$ cat config.mk
export PLATFORM = sky130hd
export DESIGN_NAME = memdec_top
export DESIGN_NICKNAME = d
export VERILOG_FILES = /design/src/rtl/memdec_pkg.sv /design/src/rtl/memdec_classify.sv /design/src/rtl/memdec_fold.sv /design/src/rtl/memdec_outreg.sv /design/src/rtl/memdec_top.sv
export SDC_FILE = /design/constraint.sdc
export NUM_CORES = 1
export LEC_CHECK = 0
export BUFFER_PORTS_ARGS = -buffer_cell sky130_fd_sc_hd__buf_2
export CAP_MARGIN = 20
export CORE_MARGIN = 2
export CORE_UTILIZATION = 47
export CTS_CLUSTER_DIAMETER = 60
export DETAILED_ROUTE_END_ITERATION = 10
export PLACE_DENSITY = 0.92
export SLEW_MARGIN = 20
export SYNTH_ARGS = -nofsm -noshare
export SYNTH_HDL_FRONTEND = slang
export SYNTH_SLANG_ARGS = --single-unit
$ cat constraint.sdc
create_clock -name clk -period 1.9 [get_ports clk]
set_clock_uncertainty 0.15 [all_clocks]
set_input_delay 0.19 -clock clk [delete_from_list [all_inputs] [get_ports clk]]
set_output_delay 0.19 -clock clk [all_outputs]
set_load 0.02 [all_outputs]
$ cat src/rtl/memdec_pkg.sv
package memdec_pkg;

    localparam int ADDR_W = 32;
    localparam int OFF_W  = 25;
    localparam int N_TGT  = 9;
    localparam int PAGE_W = 8;
    localparam int LOW_W  = ADDR_W - PAGE_W;

    typedef enum logic [3:0] {
        TGT_NULL   = 4'd0,
        TGT_ROM    = 4'd1,
        TGT_EXTRAM = 4'd2,
        TGT_INTRAM = 4'd3,
        TGT_IO     = 4'd4,
        TGT_PAL    = 4'd5,
        TGT_VID    = 4'd6,
        TGT_OBJ    = 4'd7,
        TGT_CART   = 4'd8
    } tgt_e;

    typedef enum logic [1:0] {
        AW_BYTE = 2'd0,
        AW_HALF = 2'd1,
        AW_WORD = 2'd2,
        AW_RSVD = 2'd3
    } awidth_e;

    typedef struct packed {
        tgt_e             tgt;
        logic [OFF_W-1:0] off;
    } route_t;

    localparam route_t ROUTE_RESET = '{tgt: TGT_NULL, off: '0};

    // Clears the low offset bits that the access size makes meaningless.
    function automatic logic [OFF_W-1:0] align_mask(awidth_e w);
        logic [OFF_W-1:0] m;
        m = '1;
        case (w)
            AW_WORD: m[1:0] = 2'b00;
            AW_HALF: m[0]   = 1'b0;
            default: m      = '1;
        endcase
        return m;
    endfunction

endpackage

$ cat src/rtl/memdec_classify.sv
module memdec_classify
    import memdec_pkg::*;
#(
    parameter int ROM_BYTES = 32'h4000
) (
    input  logic [ADDR_W-1:0] addr,
    input  logic              wr,
    output tgt_e              tgt
);
    localparam logic [LOW_W-1:0] ROM_LIM = LOW_W'(ROM_BYTES);

    logic [PAGE_W-1:0] page;
    logic [LOW_W-1:0]  low;

    assign page = addr[ADDR_W-1:LOW_W];
    assign low  = addr[LOW_W-1:0];

    always_comb begin
        case (page)
            8'h00:                      tgt = (wr || (low >= ROM_LIM)) ? TGT_NULL : TGT_ROM;
            8'h02:                      tgt = TGT_EXTRAM;
            8'h03:                      tgt = TGT_INTRAM;
            8'h04:                      tgt = TGT_IO;
            8'h05:                      tgt = TGT_PAL;
            8'h06:                      tgt = TGT_VID;
            8'h07:                      tgt = TGT_OBJ;
            8'h08, 8'h09, 8'h0A, 8'h0C: tgt = TGT_CART;
            default:                    tgt = TGT_NULL;
        endcase
    end
endmodule

$ cat src/rtl/memdec_fold.sv
module memdec_fold
    import memdec_pkg::*;
#(
    parameter int EXT_MASK   = 32'h3FFFF,
    parameter int INT_MASK   = 32'h7FFF,
    parameter int SMALL_MASK = 32'h3FF,
    parameter int VID_SPAN   = 32'h20000,
    parameter int VID_KNEE   = 32'h18000,
    parameter int VID_SHIFT  = 32'h8000,
    parameter int IO_MAGIC   = 32'h8000,
    parameter int IO_SLOT    = 32'h800,
    parameter int IO_MASK    = 32'h7FF,
    parameter int CART_MASK  = 32'h1FFFFFF
) (
    input  logic [ADDR_W-1:0] addr,
    input  tgt_e              tgt,
    input  awidth_e           width,
    output logic [OFF_W-1:0]  off
);
    localparam logic [OFF_W-1:0] M_EXT   = OFF_W'(EXT_MASK);
    localparam logic [OFF_W-1:0] M_INT   = OFF_W'(INT_MASK);
    localparam logic [OFF_W-1:0] M_SMALL = OFF_W'(SMALL_MASK);
    localparam logic [OFF_W-1:0] M_VID   = OFF_W'(VID_SPAN - 1);
    localparam logic [OFF_W-1:0] V_KNEE  = OFF_W'(VID_KNEE);
    localparam logic [OFF_W-1:0] V_SHIFT = OFF_W'(VID_SHIFT);
    localparam logic [15:0]      IO_KEY  = 16'(IO_MAGIC);
    localparam logic [OFF_W-1:0] IO_DST  = OFF_W'(IO_SLOT);
    localparam logic [OFF_W-1:0] M_IO    = OFF_W'(IO_MASK);
    localparam logic [OFF_W-1:0] M_CART  = OFF_W'(CART_MASK);

    logic [OFF_W-1:0] low_ofs;
    logic [OFF_W-1:0] vid_raw;
    logic [OFF_W-1:0] raw;

    assign low_ofs = OFF_W'(addr[LOW_W-1:0]);
    assign vid_raw = low_ofs & M_VID;

    always_comb begin
        case (tgt)
            TGT_EXTRAM:       raw = low_ofs & M_EXT;
            TGT_INTRAM:       raw = low_ofs & M_INT;
            TGT_PAL, TGT_OBJ: raw = low_ofs & M_SMALL;
            TGT_VID:          raw = (vid_raw > V_KNEE) ? (vid_raw - V_SHIFT) : vid_raw;
            TGT_IO:           raw = (addr[15:0] == IO_KEY) ? IO_DST : (low_ofs & M_IO);
            TGT_CART:         raw = addr[OFF_W-1:0] & M_CART;
            default:          raw = low_ofs;
        endcase
        off = raw & align_mask(width);
    end
endmodule

$ cat src/rtl/memdec_outreg.sv
module memdec_outreg
    import memdec_pkg::*;
(
    input  logic              clk,
    input  logic              rst,
    input  logic              in_valid,
    input  route_t            in_route,
    output logic              out_valid,
    output logic [N_TGT-1:0]  out_sel,
    output logic [OFF_W-1:0]  out_off
);
    route_t q;

    always_ff @(posedge clk) begin
        if (rst) begin
            q         <= ROUTE_RESET;
            out_valid <= 1'b0;
        end else begin
            out_valid <= in_valid;
            if (in_valid) begin
                q <= in_route;
            end
        end
    end

    for (genvar i = 0; i < N_TGT; i++) begin : g_sel
        assign out_sel[i] = (q.tgt == tgt_e'(i));
    end

    assign out_off = q.off;

    p_onehot_r1: assert property (@(posedge clk) disable iff (rst)
        $countones(out_sel) == 1);

    p_valid_r10: assert property (@(posedge clk) disable iff (rst)
        in_valid |=> out_valid);

    p_idle_r10: assert property (@(posedge clk) disable iff (rst)
        !in_valid |=> !out_valid);

    p_hold_r11: assert property (@(posedge clk) disable iff (rst)
        !in_valid |=> ($stable(out_sel) && $stable(out_off)));

    p_reset_r12: assert property (@(posedge clk)
        rst |=> (out_sel == N_TGT'(1) && !out_valid && out_off == '0));
endmodule

$ cat src/rtl/memdec_top.sv
module memdec_top
    import memdec_pkg::*;
#(
    parameter int ROM_BYTES = 32'h4000
) (
    input  logic               clk,
    input  logic               rst,
    input  logic               req_valid,
    input  logic [ADDR_W-1:0]  req_addr,
    input  logic [1:0]         req_width,
    input  logic               req_write,
    output logic               out_valid,
    output logic [N_TGT-1:0]   out_sel,
    output logic [OFF_W-1:0]   out_offset
);
    tgt_e             tgt;
    logic [OFF_W-1:0] off;
    route_t           route;

    memdec_classify #(.ROM_BYTES(ROM_BYTES)) u_classify (
        .addr (req_addr),
        .wr   (req_write),
        .tgt  (tgt)
    );

    memdec_fold u_fold (
        .addr  (req_addr),
        .tgt   (tgt),
        .width (awidth_e'(req_width)),
        .off   (off)
    );

    assign route = '{tgt: tgt, off: off};

    memdec_outreg u_outreg (
        .clk       (clk),
        .rst       (rst),
        .in_valid  (req_valid),
        .in_route  (route),
        .out_valid (out_valid),
        .out_sel   (out_sel),
        .out_off   (out_offset)
    );

    p_romwp_r7: assert property (@(posedge clk) disable iff (rst)
        (req_valid && req_write && req_addr[31:24] == 8'h00) |=> out_sel[0]);

    p_align_r8: assert property (@(posedge clk) disable iff (rst)
        (req_valid && req_width == 2'd2) |=> (out_offset[1:0] == 2'b00));

    p_vid_r4: assert property (@(posedge clk) disable iff (rst)
        (out_valid && out_sel[6]) |-> (out_offset <= 25'h18000));

    p_io_r5: assert property (@(posedge clk) disable iff (rst)
        (req_valid && req_addr[31:24] == 8'h04 && req_addr[15:0] == 16'h8000)
        |=> (out_sel[4] && out_offset == 25'h800));

    p_cart_r3: assert property (@(posedge clk) disable iff (rst)
        (req_valid && (req_addr[31:24] == 8'h08 || req_addr[31:24] == 8'h09 ||
                       req_addr[31:24] == 8'h0A || req_addr[31:24] == 8'h0C))
        |=> out_sel[8]);
endmodule

== Word level (Yosys, flattened, before mapping) ==
Index checks and enable logic that the tools add are counted.

* Bits in registers: 30
* Latch bits: 0
* Memory bits (writable): 0
* Memory bits (read-only): 0
* Input bits: 38
* Word-level logic and storage cells: 48
* Memories kept: 0

* $add $sub $neg: 1
* Multipliers: 0
* Divide/modulo/power cells: 0
* Order comparisons: 2
* Equal/unequal tests: 28
* Shift operators: 0
* Muxes and demuxes: 7
* Bitwise operators: 1
* Reductions and logical operators: 6

{| class="wikitable"
|+ Operator list
! operator !! number
|-
| $pmux 25 s6 || 1
|-
| $eq 4x3->1 const B || 8
|-
| $eq 8x3->1 const B || 4
|-
| $eq 8x4->1 const B || 4
|-
| $pmux 4 s8 || 1
|-
| $and 25x25->25 || 1
|-
| $mux 25 || 1
|-
| $ge 24x15->1 const B || 1
|-
| $sub 17x16->18 const B || 1
|-
| $gt 17x17->1 const B || 1
|-
| $eq 16x16->1 const B || 1
|-
| $eq 4x2->1 const B || 4
|-
| $eq 8x2->1 const B || 2
|-
| $mux 12 || 1
|-
| $eq 4x4->1 const B || 2
|-
| $logic_not 8->1 || 1
|-
| $eq 4x1->1 const B || 1
|-
| $logic_not 4->1 || 1
|-
| $reduce_or 2->1 || 2
|-
| $reduce_or 4->1 || 1
|-
| $mux 1 || 3
|-
| $eq 2x1->1 const B || 1
|-
| $eq 2x2->1 const B || 1
|-
| $logic_or 1x1->1 || 1
|}

== Logic depth before layout (Yosys ltp) ==
* Word-level depth: 8
* Gate-level depth with buffers: 6
* Gate-level depth less buffers: 6

== Cells and area by module ==
From an unflattened synthesis, not the netlist that was laid out.

* Cells, all modules: 190
* Area total of the unflattened synthesis: 1711.6 um^2

{| class="wikitable"
|+ By module, submodules not included
! module !! instances !! cells each !! area each (um^2) !! sequential area each (um^2)
|-
| memdec_outreg || 1 || 134 || 1340.0 || 600.6
|-
| memdec_fold || 1 || 42 || 274.0 || 0.0
|-
| memdec_classify || 1 || 14 || 97.6 || 0.0
|}

== Worst setup path before layout ==
OpenSTA, ideal clock, no wires.

* Path kind: in2reg
* Start: input req_addr[25]
* End: register u_outreg.q (netlist bit u_outreg.out_off[24])
* Setup time: 0.086 ns
* Data arrival time: 1.250 ns
* Setup slack: 0.415 ns
* Cell stages on the path: 5
* Path through: buf_2 nor2b_1 nand3_2 o31a_1 a211oi_1

* Cells in the longest elaborated chain, start to end: 7
* Elaborated cells between the ends (all ways): 23

{| class="wikitable"
|+ Ends and longest elaborated chain
! element !! line !! RTL
|-
| start: declaration || memdec_top.sv:9 || <nowiki>input logic [ADDR_W-1:0] req_addr,</nowiki>
|-
| $eq 8x4->1 || memdec_classify.sv:19 || <nowiki>case (page)</nowiki>
|-
| $reduce_or 4->1 || memdec_classify.sv:19 ||
|-
| $pmux 4 s8 * || memdec_classify.sv:19 ||
|-
| $eq 4x3->1 || memdec_fold.sv:39 || <nowiki>case (tgt)</nowiki>
|-
| $reduce_or 2->1 || memdec_fold.sv:39 ||
|-
| $pmux 25 s6 * || memdec_fold.sv:39 ||
|-
| $and 25x25->25 * || memdec_fold.sv:48 || <nowiki>off = raw & align_mask(width);</nowiki>
|-
| end signal: assignment || memdec_outreg.sv:21 || <nowiki>q <= in_route;</nowiki>
|-
| end: declaration || memdec_outreg.sv:12 || <nowiki>route_t q;</nowiki>
|}

Every way passes the cells marked *; elsewhere a longest branch is shown, timed or not.
A chain may end at the register's enable or synchronous reset.

== Final worst setup path ==
* Start: register u_outreg.q[27] (netlist name)
* End: output out_sel[4]

* Cells in the longest elaborated chain, start to end: 1

{| class="wikitable"
|+ Ends and longest elaborated chain
! element !! line !! RTL
|-
| $eq 4x3->1 || memdec_outreg.sv:27 || <nowiki>assign out_sel[i] = (q.tgt == tgt_e'(i));</nowiki>
|-
| end: declaration || memdec_top.sv:13 || <nowiki>output logic [N_TGT-1:0] out_sel,</nowiki>
|}

No other way between the ends.

==> qor.txt <==
STA
--------------------------------------------------------------------------------------
Final critical delay including setup and external delays ................      1.61 ns
Fin Setup TNS ...........................................................         0 ns
Upper clock frequency limit .............................................      622 MHz
Number of pins exceeding their max-slew limit in the final report .......            0
Final count of hold timing violations ...................................            0
Final Hold Slack ........................................................    0.0317 ns
Unrepaired setup endpoints after global routing .........................           no
Ratio of final minimum period to clock period ...........................        0.846
Slew at the pin with the worst max-slew slack ...........................     0.603 ns
Relative max-transition margin ..........................................        0.594
Final number of setup-violating endpoints ...............................            0

WORST SETUP PATH
--------------------------------------------------------------------------------------
Data arrival at the endpoint of the critical path .......................      1.27 ns
Logic depth of the worst register-to-register path ......................            2
Slowest Stage Delay on Critical Path ....................................      0.46 ns
List of cells traversed by the critical path ............................ nand2b_1 > nor3_1 > buf_2
CP max FO ...............................................................            7
CP startpoint ........................................................... u_outreg.q[27]
R2r endpoint ............................................................ u_outreg.out_off[24]
Category of the worst setup path capture point .......................... primary output
Worst-path cell with the longest stage delay ............................      dfxtp_1
Critical path depth in cells ............................................            3
Crit Reg-Reg Startpoint ................................................. u_outreg.out_off[24]
Cell family contributing the most delay on the critical path ............   flip-flops
Number of buffer and inverter instances along the worst setup path ......            1
Critical Path RT ........................................................      1.56 ns
Type of origin of the critical path .....................................         flop
Capturing instance or port of the critical path .........................   out_sel[4]
R2r setup slk ...........................................................      0.97 ns
Worst setup path category ...............................................   reg -> out

LOGIC SYNTHESIS
--------------------------------------------------------------------------------------
Instance count of the mapped netlist ....................................          198
Number of distinct standard cells referenced by the synthesized netlist .           33
Simple logic cell fraction of the synthesized area ......................        0.275
Total standard cell area after synthesis ................................     1640 um2
Synth top area cells .................................................... dfxtp_1 37%, buf_4 11%, nor2_1 6.6%
Flops & latches, synth ..................................................           30
Synthesized Nets ........................................................          239
Area share of the leading cell type in the synthesized netlist ..........        0.366
Cell accounting for the most synthesized area ...........................      dfxtp_1
Share of the synthesized area in compound gates (AO/OA/AOI/OAI) .........        0.129
Average instance area after synthesis ...................................     8.28 um2
Yosys warning total .....................................................            0
Adder-cell share of the synthesized area ................................       0.0229
Dominant combinational cell family by area after synthesis .............. simple AND/OR/NAND/NOR gates
Portion of the post-synthesis area used by sequential elements ..........        0.366
Share of the synthesized netlist area taken by xor and xnor gates .......            0
Multiplexer share of the synthesized area ...............................       0.0611

CELLS AND AREA
--------------------------------------------------------------------------------------
Signed area change from the synthesized netlist to the final layout .....        28.1%
Filler Cells Inserted ...................................................          310
Most used cells in the layout excluding fill and tap cells .............. 72 x buf_2, 30 x dfxtp_1, 29 x nor2_1
Footprint of the flip-flops and latches .................................      601 um2
Most common cell after layout, fill and taps aside ......................        buf_2
Layout Nets .............................................................          306
Combined area of the multi-input logic cells ............................      800 um2
Final Instance Count excl. Fillers ......................................          310
Antenna Cells ...........................................................            0
Layout cells sized above 1 ..............................................        0.314

CLOCK TREE
--------------------------------------------------------------------------------------
H-tree depth reported by CTS ............................................            2
Post-CTS setup repair buffer count ......................................            0
Number of clock buffers inserted by TritonCTS ...........................            5
Clock-pin slew on the worst setup and hold paths ........................      0.09 ns
Clock tree from TritonCTS ...............................................         done
Later-pin clock latency in the skew report ..............................      0.32 ns
Root Buffer .............................................................     clkbuf_4
Buffer levels on the longest clock path .................................            2
Number of instances resized during post-cts repair ......................            0
Number of clock sinks seen by CTS .......................................           30

PLACE
--------------------------------------------------------------------------------------
Detailed-placement wirelength estimate ..................................      2830 um
Routability Congestion ..................................................        0.793
Placed instance count ...................................................          284
IO buf count ............................................................           72

DRT
--------------------------------------------------------------------------------------
Post-DR wirelength/cell .................................................      13.7 um
Number of DRC markers in iteration 0 ....................................           87
Post-Route WL ...........................................................      4230 um
DRC errors left .........................................................            0
Number of vias in the routed layout .....................................         1598
Antenna-violating nets left .............................................            0
Router iterations before antenna repair .................................            4
Routed vias/inst ........................................................         5.15

FLOORPLANNING
--------------------------------------------------------------------------------------
Floorplan die area ......................................................     3980 um2
Core box area ...........................................................     3340 um2
IO Pins .................................................................           73
Row cnt .................................................................           21
Die width ...............................................................      63.1 um
Overall die height ......................................................      63.1 um
Starting density of the core ............................................        0.491

MIN PATH
--------------------------------------------------------------------------------------
Type of the worst min-delay path ........................................    in -> reg

PWR
--------------------------------------------------------------------------------------
Maximum vdd ir drop .....................................................     0.425 mV
Cell Pwr Density ........................................................   636 nW/um2
Static power due to leakage .............................................     0.991 nW

GLOBAL ROUTING
--------------------------------------------------------------------------------------
Overall Global Routing Usage ............................................        0.233
Number of global-route vias before repair ...............................         1553
First-pass GRT wire length ..............................................      7240 um
Number of antenna violations at the first check in global routing .......            0
GR Overflow Total .......................................................            0
Pin count of the biggest net entering global routing ....................           31

RUN
--------------------------------------------------------------------------------------
Reported max-cap violation count ........................................            0

RUN STATUS
--------------------------------------------------------------------------------------
Outcome .................................................................    completed

[worst min path at each step]
| stage | end | startpoint | slack, ns | depth (start not counted) |
|---|---|---|---|---|
| final | u_outreg.q[28] | req_addr[27] | 0.03 | 3 |
| after global routing | u_outreg.out_off[16] | req_addr[16] | 0.03 | 3 |
| after CTS | u_outreg.q[28] | req_addr[27] | 0.02 | 3 |
| after detailed placement | u_outreg.out_off[12] | req_addr[12] | 0.30 | 3 |
| after global placement | u_outreg.out_off[13] | req_addr[13] | 0.28 | 3 |
| after floorplan | u_outreg.out_off[12] | req_addr[12] | 0.18 | 2 |
[logic make-up (layout without fill, tap and decap cells)]
| kind of cell | count (synthesis) | after routing |
|---|---|---|
| AOI/OAI and AO/OA | 31 | 31 |
| adders and majority gates | 3 | 3 |
| buffers and inverters | 38 | 104 |
| DFF | 30 | 30 |
| muxes | 10 | 10 |
| and+or+nand+nor | 86 | 86 |
[tightest hold or removal path, delay by kind of cell]
family,cells,cell delay (ns)
AOI/OAI and AO/OA,2,0.15
buffers and inverters,1,0.12
[layout make-up]
type | count | area share
Clock buffer | 6 | 0.0244
Sequential cell | 30 | 0.286
Multi-Input combinational cell | 130 | 0.381
Tap cell | 46 | 0.0274
Timing Repair Buffer | 94 | 0.274
Inverter | 4 | 0.00715
[registers in the layout, indices dropped and copies added, names as in the netlist]
register	cells
u_outreg.out_valid	1
u_outreg.q	4
u_outreg.out_off	25
[report_power, final]
group,internal [W],leakage [nW],switching (W)
Combinational,0.000125,0.713,0.000159
Clock,0.000166,0.0302,0.000204
Sequential,0.000663,0.247,0.0000174
[per-layer routing]
layer  track usage  part of all wire
met3        0.0643             0.078
met1         0.283              0.44
met4         0.100             0.015
met5             0                 0
met2         0.384              0.47
[cell usage after synthesis]
master     number
ha_1            3
o31a_1          1
nor4b_1         1
a311oi_1        3
a211oi_1        9
nor2_1         29
dfxtp_1        30
clkbuf_1        7
and2_1          1
buf_2           2
nor4_1          8
a311o_1         1
nand3_2         1
nand2b_1        8
buf_4          25
nor2b_1         6
o21ai_0         2
a21oi_1        10
a21o_1          1
nand4_1         3
and2b_1         1
o21a_1          1
nand3_1         3
o31ai_1         1
inv_1           4
nand2_1        15
nor3_1          6
nand3b_1        2
nor4_4          1
o21bai_1        1
mux2i_1        10
nor4b_2         1
o2111ai_1       1
[timing repair]
action                     CTS  global route
setup endpoints to repair    0             0
hold buffers                20             0
hold endpoints to repair    20             0
[through the flow]
stage,setup slack [ns],instance area (um2),util,power [W]
global route,0.154,2100,0.629,0.00142
detailed placement,0.0390,1850,0.554,0.000942
floorplan,0.415,1640,-,0.000879
global placement,0.0961,1850,0.554,0.000935
CTS,0.304,2100,0.629,0.00134
finish,0.293,2100,0.629,0.00133
Power figures use the tool's default switching activity.
